File: src/rtl/mon_pkg.sv
package mon_pkg;
    localparam int DATA_W     = 16;
    localparam int ADDR_W     = 7;
    localparam int OFS_W      = ADDR_W - 1;
    localparam int CODE_W     = 10;
    localparam int PAD_W      = DATA_W - CODE_W;
    localparam int CHAN_W     = 5;
    localparam int N_CHAN     = 1 << CHAN_W;
    localparam int N_SENS     = 3;
    localparam int CTRL_WORDS = 24;

    localparam logic [OFS_W-1:0] PEAK_BASE   = 6'h20;
    localparam logic [OFS_W-1:0] TROUGH_BASE = 6'h24;
    localparam logic [OFS_W-1:0] FLAG_OFS    = 6'h3F;

    typedef enum logic [1:0] {
        P_IDLE   = 2'd0,
        P_RD_ACK = 2'd1,
        P_WR_ACK = 2'd2
    } port_state_t;

    function automatic logic [DATA_W-1:0] pack_code(input logic [CODE_W-1:0] c);
        return {c, {PAD_W{1'b0}}};
    endfunction
endpackage

File: src/rtl/mon_peak.sv
module mon_peak
    import mon_pkg::*;
(
    input  logic              clk,
    input  logic              rst_n,
    input  logic              smp_valid,
    input  logic [CODE_W-1:0] smp_code,
    output logic [CODE_W-1:0] hi_code,
    output logic [CODE_W-1:0] lo_code
);
    logic [CODE_W-1:0] hi_q;
    logic [CODE_W-1:0] lo_q;

    // The peak starts at the bottom and the trough at the top of the code range.
    always_ff @(posedge clk or negedge rst_n) begin
        if (!rst_n) begin
            hi_q <= '0;
            lo_q <= '1;
        end else if (smp_valid) begin
            if (smp_code > hi_q) hi_q <= smp_code;
            if (smp_code < lo_q) lo_q <= smp_code;
        end
    end

    assign hi_code = hi_q;
    assign lo_code = lo_q;
endmodule

File: src/rtl/mon_status.sv
module mon_status
    import mon_pkg::*;
(
    input  logic              clk,
    input  logic              rst_n,
    input  logic              res_valid,
    input  logic [CHAN_W-1:0] res_chan,
    input  logic [CODE_W-1:0] res_code,
    input  logic              ot_alarm,
    input  logic              int_ref_sel,
    input  logic [OFS_W-1:0]  rd_ofs,
    output logic [DATA_W-1:0] rd_word
);
    logic [CODE_W-1:0] slot_q [N_CHAN];
    logic [CODE_W-1:0] hi_w   [N_SENS];
    logic [CODE_W-1:0] lo_w   [N_SENS];

    always_ff @(posedge clk or negedge rst_n) begin
        if (!rst_n) begin
            for (int i = 0; i < N_CHAN; i++) slot_q[i] <= '0;
        end else if (res_valid) begin
            slot_q[res_chan] <= res_code;
        end
    end

    for (genvar s = 0; s < N_SENS; s++) begin : g_sens
        mon_peak u_peak (
            .clk       (clk),
            .rst_n     (rst_n),
            .smp_valid (res_valid && (res_chan == CHAN_W'(s))),
            .smp_code  (res_code),
            .hi_code   (hi_w[s]),
            .lo_code   (lo_w[s])
        );
    end

    always_comb begin
        rd_word = '0;
        if (!rd_ofs[OFS_W-1]) begin
            rd_word = pack_code(slot_q[rd_ofs[CHAN_W-1:0]]);
        end else if (rd_ofs == FLAG_OFS) begin
            rd_word = {{(DATA_W-2){1'b0}}, int_ref_sel, ot_alarm};
        end else begin
            for (int s = 0; s < N_SENS; s++) begin
                if (rd_ofs == PEAK_BASE + OFS_W'(s))   rd_word = pack_code(hi_w[s]);
                if (rd_ofs == TROUGH_BASE + OFS_W'(s)) rd_word = pack_code(lo_w[s]);
            end
        end
    end
endmodule

File: src/rtl/mon_ctrl.sv
module mon_ctrl
    import mon_pkg::*;
#(
    parameter logic [DATA_W-1:0] CFG0_INIT = 16'h1000,
    parameter logic [DATA_W-1:0] CFG1_INIT = 16'h2F00,
    parameter logic [DATA_W-1:0] CFG2_INIT = 16'h0800
) (
    input  logic              clk,
    input  logic              rst_n,
    input  logic              wr_en,
    input  logic [OFS_W-1:0]  wr_ofs,
    input  logic [DATA_W-1:0] wr_data,
    input  logic [OFS_W-1:0]  rd_ofs,
    output logic [DATA_W-1:0] rd_word
);
    localparam int              IDX_W    = $clog2(CTRL_WORDS);
    localparam logic [OFS_W-1:0] CTRL_LIM = OFS_W'(CTRL_WORDS);

    function automatic logic [DATA_W-1:0] init_of(input int idx);
        case (idx)
            0:       return CFG0_INIT;
            1:       return CFG1_INIT;
            2:       return CFG2_INIT;
            default: return '0;
        endcase
    endfunction

    logic [DATA_W-1:0] ctrl_q [CTRL_WORDS];

    for (genvar w = 0; w < CTRL_WORDS; w++) begin : g_word
        always_ff @(posedge clk or negedge rst_n) begin
            if (!rst_n) begin
                ctrl_q[w] <= init_of(w);
            end else if (wr_en && (wr_ofs == OFS_W'(w))) begin
                ctrl_q[w] <= wr_data;
            end
        end
    end

    // Offsets past the last control word form a hole that reads zero.
    always_comb begin
        if (rd_ofs < CTRL_LIM) rd_word = ctrl_q[rd_ofs[IDX_W-1:0]];
        else                   rd_word = '0;
    end
endmodule

File: src/rtl/mon_port.sv
module mon_port
    import mon_pkg::*;
(
    input  logic              clk,
    input  logic              rst_n,
    input  logic              req_en,
    input  logic              req_we,
    input  logic              addr_hi,
    input  logic [DATA_W-1:0] st_word,
    input  logic [DATA_W-1:0] ct_word,
    output logic              ct_wr_en,
    output logic              rsp_ready,
    output logic [DATA_W-1:0] rsp_rdata
);
    port_state_t       state_q, state_d;
    logic [DATA_W-1:0] rdata_q;

    always_comb begin
        state_d = P_IDLE;
        unique case (state_q)
            P_IDLE, P_RD_ACK, P_WR_ACK: begin
                if (req_en) state_d = req_we ? P_WR_ACK : P_RD_ACK;
                else        state_d = P_IDLE;
            end
            default: state_d = P_IDLE;
        endcase
    end

    always_ff @(posedge clk or negedge rst_n) begin
        if (!rst_n) state_q <= P_IDLE;
        else        state_q <= state_d;
    end

    // The read word is captured at the request edge, before any same-edge update.
    always_ff @(posedge clk or negedge rst_n) begin
        if (!rst_n)                rdata_q <= '0;
        else if (req_en && !req_we) rdata_q <= addr_hi ? ct_word : st_word;
    end

    always_comb begin
        rsp_ready = 1'b0;
        rsp_rdata = '0;
        unique case (state_q)
            P_IDLE:   begin rsp_ready = 1'b0; rsp_rdata = '0;      end
            P_RD_ACK: begin rsp_ready = 1'b1; rsp_rdata = rdata_q; end
            P_WR_ACK: begin rsp_ready = 1'b1; rsp_rdata = '0;      end
            default:  begin rsp_ready = 1'b0; rsp_rdata = '0;      end
        endcase
    end

    // Writes reach storage only in the control half.
    assign ct_wr_en = req_en && req_we && addr_hi;
endmodule

File: src/rtl/mon_regfile.sv
module mon_regfile
    import mon_pkg::*;
#(
    parameter logic [DATA_W-1:0] CFG0_INIT = 16'h1000,
    parameter logic [DATA_W-1:0] CFG1_INIT = 16'h2F00,
    parameter logic [DATA_W-1:0] CFG2_INIT = 16'h0800
) (
    input  logic              clk,
    input  logic              rst_n,
    input  logic              req_en,
    input  logic              req_we,
    input  logic [ADDR_W-1:0] req_addr,
    input  logic [DATA_W-1:0] req_wdata,
    output logic [DATA_W-1:0] rsp_rdata,
    output logic              rsp_ready,
    input  logic              res_valid,
    input  logic [CHAN_W-1:0] res_chan,
    input  logic [CODE_W-1:0] res_code,
    input  logic              ot_alarm,
    input  logic              int_ref_sel
);
    logic [DATA_W-1:0] st_word;
    logic [DATA_W-1:0] ct_word;
    logic              ct_wr_en;

    mon_status u_status (
        .clk         (clk),
        .rst_n       (rst_n),
        .res_valid   (res_valid),
        .res_chan    (res_chan),
        .res_code    (res_code),
        .ot_alarm    (ot_alarm),
        .int_ref_sel (int_ref_sel),
        .rd_ofs      (req_addr[OFS_W-1:0]),
        .rd_word     (st_word)
    );

    mon_ctrl #(
        .CFG0_INIT (CFG0_INIT),
        .CFG1_INIT (CFG1_INIT),
        .CFG2_INIT (CFG2_INIT)
    ) u_ctrl (
        .clk     (clk),
        .rst_n   (rst_n),
        .wr_en   (ct_wr_en),
        .wr_ofs  (req_addr[OFS_W-1:0]),
        .wr_data (req_wdata),
        .rd_ofs  (req_addr[OFS_W-1:0]),
        .rd_word (ct_word)
    );

    mon_port u_port (
        .clk       (clk),
        .rst_n     (rst_n),
        .req_en    (req_en),
        .req_we    (req_we),
        .addr_hi   (req_addr[ADDR_W-1]),
        .st_word   (st_word),
        .ct_word   (ct_word),
        .ct_wr_en  (ct_wr_en),
        .rsp_ready (rsp_ready),
        .rsp_rdata (rsp_rdata)
    );
endmodule

File: config.mk
export PLATFORM = sky130hd
export DESIGN_NAME = mon_regfile
export DESIGN_NICKNAME = d
export VERILOG_FILES = /design/src/rtl/mon_pkg.sv /design/src/rtl/mon_peak.sv /design/src/rtl/mon_status.sv /design/src/rtl/mon_ctrl.sv /design/src/rtl/mon_port.sv /design/src/rtl/mon_regfile.sv
export SDC_FILE = /design/constraint.sdc
export NUM_CORES = 1
export LEC_CHECK = 0
export BUFFER_PORTS_ARGS = -buffer_cell sky130_fd_sc_hd__buf_4
export CAP_MARGIN = 20
export CORE_AREA = 2 2 357 359
export DETAILED_ROUTE_END_ITERATION = 16
export DIE_AREA = 0 0 359 361
export PLACE_DENSITY = 0.49
export SLEW_MARGIN = 20
export SYNTH_ARGS = -nofsm -noshare
export SYNTH_HDL_FRONTEND = slang
export SYNTH_SLANG_ARGS = --single-unit
File: constraint.sdc
create_clock -name clk -period 4.9 [get_ports clk]
set_input_delay 0.735 -clock clk [delete_from_list [all_inputs] [get_ports clk]]
set_output_delay 0.735 -clock clk [all_outputs]
set_load 0.1 [all_outputs]
==> metrics.txt <==
Avg Cell Area, Syn=14.0 um^2; Die Ht=361 um; Crit path buffers/inverters=2; most instantiated cells after synthesis=mux2_2, dfrtp_1, mux4_2; Post-Synthesis Cells=2,688; post-layout instance area=0.0428 mm^2; Core ar.=0.125 mm^2; Die Width=359 um; area of the die=0.130 mm^2; total CTS buffers=88; Final TNS setup=0 ns; DP HPWL=72,200 um; Slew Limit Fails=0; largest net degree at the start of global routing=127; Post-DP Area=0.0398 mm^2; Yosys reg bits=782; crit path DAT=2.66 ns; initial cell density of the core=30.0%; Gate power share=14.2%; family with the most delay on the worst path=adder cells; endpoint type of the worst setup path=output port; Via Count=23,088; Worst Path Required=4.16 ns; synth top area cells=dfrtp_1, mux2_2, mux4_2; postcts setup bufs=0; clk slew on worst S/H paths=0.06 ns; CTS root buf=clkbuf_16; Mapped Area=0.0376 mm^2; synth unique cells=63; Hold Crit Class=input port to asynchronous set/reset pin; max cap viols=0; RSZ-0062 raised after global routing=no; # H-tree levels=3; critical path type=flip-flop to output port; CTS tree=yes; # nets final=2,807; # setup viols final=0; ANT nets after route=0; largest area contributor in the netlist=dfrtp_1; CTS Hold Bufs=0; Flop pwr share=45.9%; Leak=0.0194 uW; Seq/Total Area, Yosys=52.2%; grt total ovfl=0; DR vias/cell=5.21; vias in the first global route=24,667; FMAX=294 MHz; top_reg_cell synth=dfrtp_1; worst slew pin tran=1.12 ns; RD Place Congestion=0.837; first-pass GRT wire length=165,000 um; CP Launch Type=flip-flop; clk buf depth=3; final period utilization=69.3%; Hold Fails Final Rpt=0; DRT iter0 DRCs=1,455; worst-path fanout max=17; area share of the largest cell type after synthesis=49.6%; share of layout cells above drive strength 1=44.3%; Synth Net Count=2,792; total track usage=16.8%; IO Pins=62; switching power=4600 uW; Sw Ratio=27.1%; Layout area overhead=13.8%; Pwr per Cell Area=397 mW/mm^2; CTS-repair resized insts=0; num rows=130; count leader, synth=mux2_2; Clock Sinks=782; YS warnings=0; status=finished clean; Crit path largest cell delay=0.78 ns; drt wl/cell=24.6 um; CP Cell Sequence=inv_1 > ha_1 > and2_1 > buf_4; TritonRoute pass-1 iters=5; initial antenna violation count=3; Fin Clk Skew=0.0226 ns; DR DRC count=0; Post-synth EDFFs=0; total wire length=109,000 um; slowest CP cell=ha_1; minimum clock period=3.40 ns; Clock power frac=39.9%; Peak VDD IR=0.258 mV; asr flop ratio synth=100%; internal power=12,400 uW; I/O Buffers=61; max_slew headroom=25.1%; worst-skew pair later-pin latency=0.70 ns
-- through the flow --
stage,setup slack (ns),std cells,power (uW),util (%),hold WS (ns)
global placement,1.05,4259,10200,31.7,0.460
global route,1.33,4427,17800,34.1,0.0549
detailed placement,1.09,4261,10300,31.7,0.471
CTS,1.39,4425,17200,34.1,0.0352
finish,1.50,4429,17000,34.1,0.0196
floorplan,2.15,2688,9380,-,0.439
-- power by group through the flow --
stage	clock network (uW)	logic [uW]	registers [uW]
4_1_cts	6960	2440	7770
6_report	6770	2410	7780
5_1_grt	7260	2640	7870
2_1_floorplan	0	1710	7670
3_3_place_gp	0	2340	7830
3_5_place_dp	0	2430	7880
-- cell type report --
type	count	area [um^2]
fillers	12096	82600
clock buffers	126	2480
flip-flops and latches	782	19600
multi-input cells	1635	16800
clock inverters	38	473
diodes	2	5.00
repair buffers	134	1110
well taps	1650	2060
inverters	62	233
-- path summary, 6_finish.rpt --
| check | endpoint | slack, ns | from | depth (start not counted) |
|---|---|---|---|---|
| max in group asynchronous | u_status.slot_q[129]$_DFFE_PN0P_ | 3.56 | rst_n | 2 |
| setup / recovery | rsp_rdata[11] | 1.50 | u_port.state_q[1]$_DFF_PN0_ | 4 |
| hold reg to reg | u_status.slot_q[300]$_DFFE_PN0P_ | 0.48 | u_status.slot_q[300]$_DFFE_PN0P_ | 2 |
| min in group clk | u_port.rdata_q[1]$_DFFE_PN0P_ | 0.34 | int_ref_sel | 3 |
| hold / removal | u_ctrl.ctrl_q[52]$_DFFE_PN0P_ | 0.02 | rst_n | 1 |
| setup reg to reg | u_status.g_sens[2].u_peak.hi_code[6]$_DFFE_PN0P_ | 2.36 | u_status.g_sens[2].u_peak.hi_code[4]$_DFFE_PN0P_ | 8 |
-- state kept, by name, summed over array words and instances (netlist names) --
signal                          cells
u_status.g_sens.u_peak.lo_code     30
u_status.slot_q                   320
u_ctrl.ctrl_q                     384
u_port.state_q                      2
u_status.g_sens.u_peak.hi_code     30
u_port.rdata_q                     16
-- kinds of logic (layout without fill, tap and decap cells) --
| kind of cell | Yosys count | after routing | share of synthesized area [%] |
|---|---|---|---|
| flops | 782 | 782 | 52.2 |
| compound gates | 249 | 249 | 4.81 |
| other cells | 0 | 2 | 0 |
| simple gates | 339 | 339 | 4.57 |
| buf+inv | 271 | 360 | 3.25 |
| mux | 988 | 988 | 33.2 |
| fa+ha+maj | 59 | 59 | 1.96 |
-- cell usage in the layout (no fill, tap or decap), types with 5 or more instances in the layout --
cell       count
a22oi_1       66
nand3_1       41
mux2_2       756
clkbuf_1      24
nor2b_1       16
inv_1         62
clkbuf_16     88
a41oi_1        5
a21oi_1       33
o21ai_1        6
o21ai_0       36
buf_4        124
mux4_1         5
nand3b_1       6
nor2_2        24
nor3_1        12
a31oi_1       15
buf_12         7
and2_1        27
o211ai_1       6
a21o_1        14
bufinv_16      7
nand2b_1       8
nand4_1       26
dfstp_2       37
nand2_1      108
nor3b_1        5
clkbuf_8      15
nor2_1        42
mux4_2       125
a221oi_1      18
mux2i_1      102
clkinv_2      20
ha_1          59
o311a_1        9
dfrtp_1      745
o2111ai_1     11
-- layer usage --
metal | up-vias | global-route usage (%) | share of wire, %
met3 | 164 | 2.91 | 4.3
met2 | 565 | 27.4 | 47
met5 | - | 0 | 0.012
met1 | 12382 | 22.9 | 46
li1 | 9975 | - | -
met4 | 2 | 4.87 | 2.7
(Power assumes the default switching activity.)
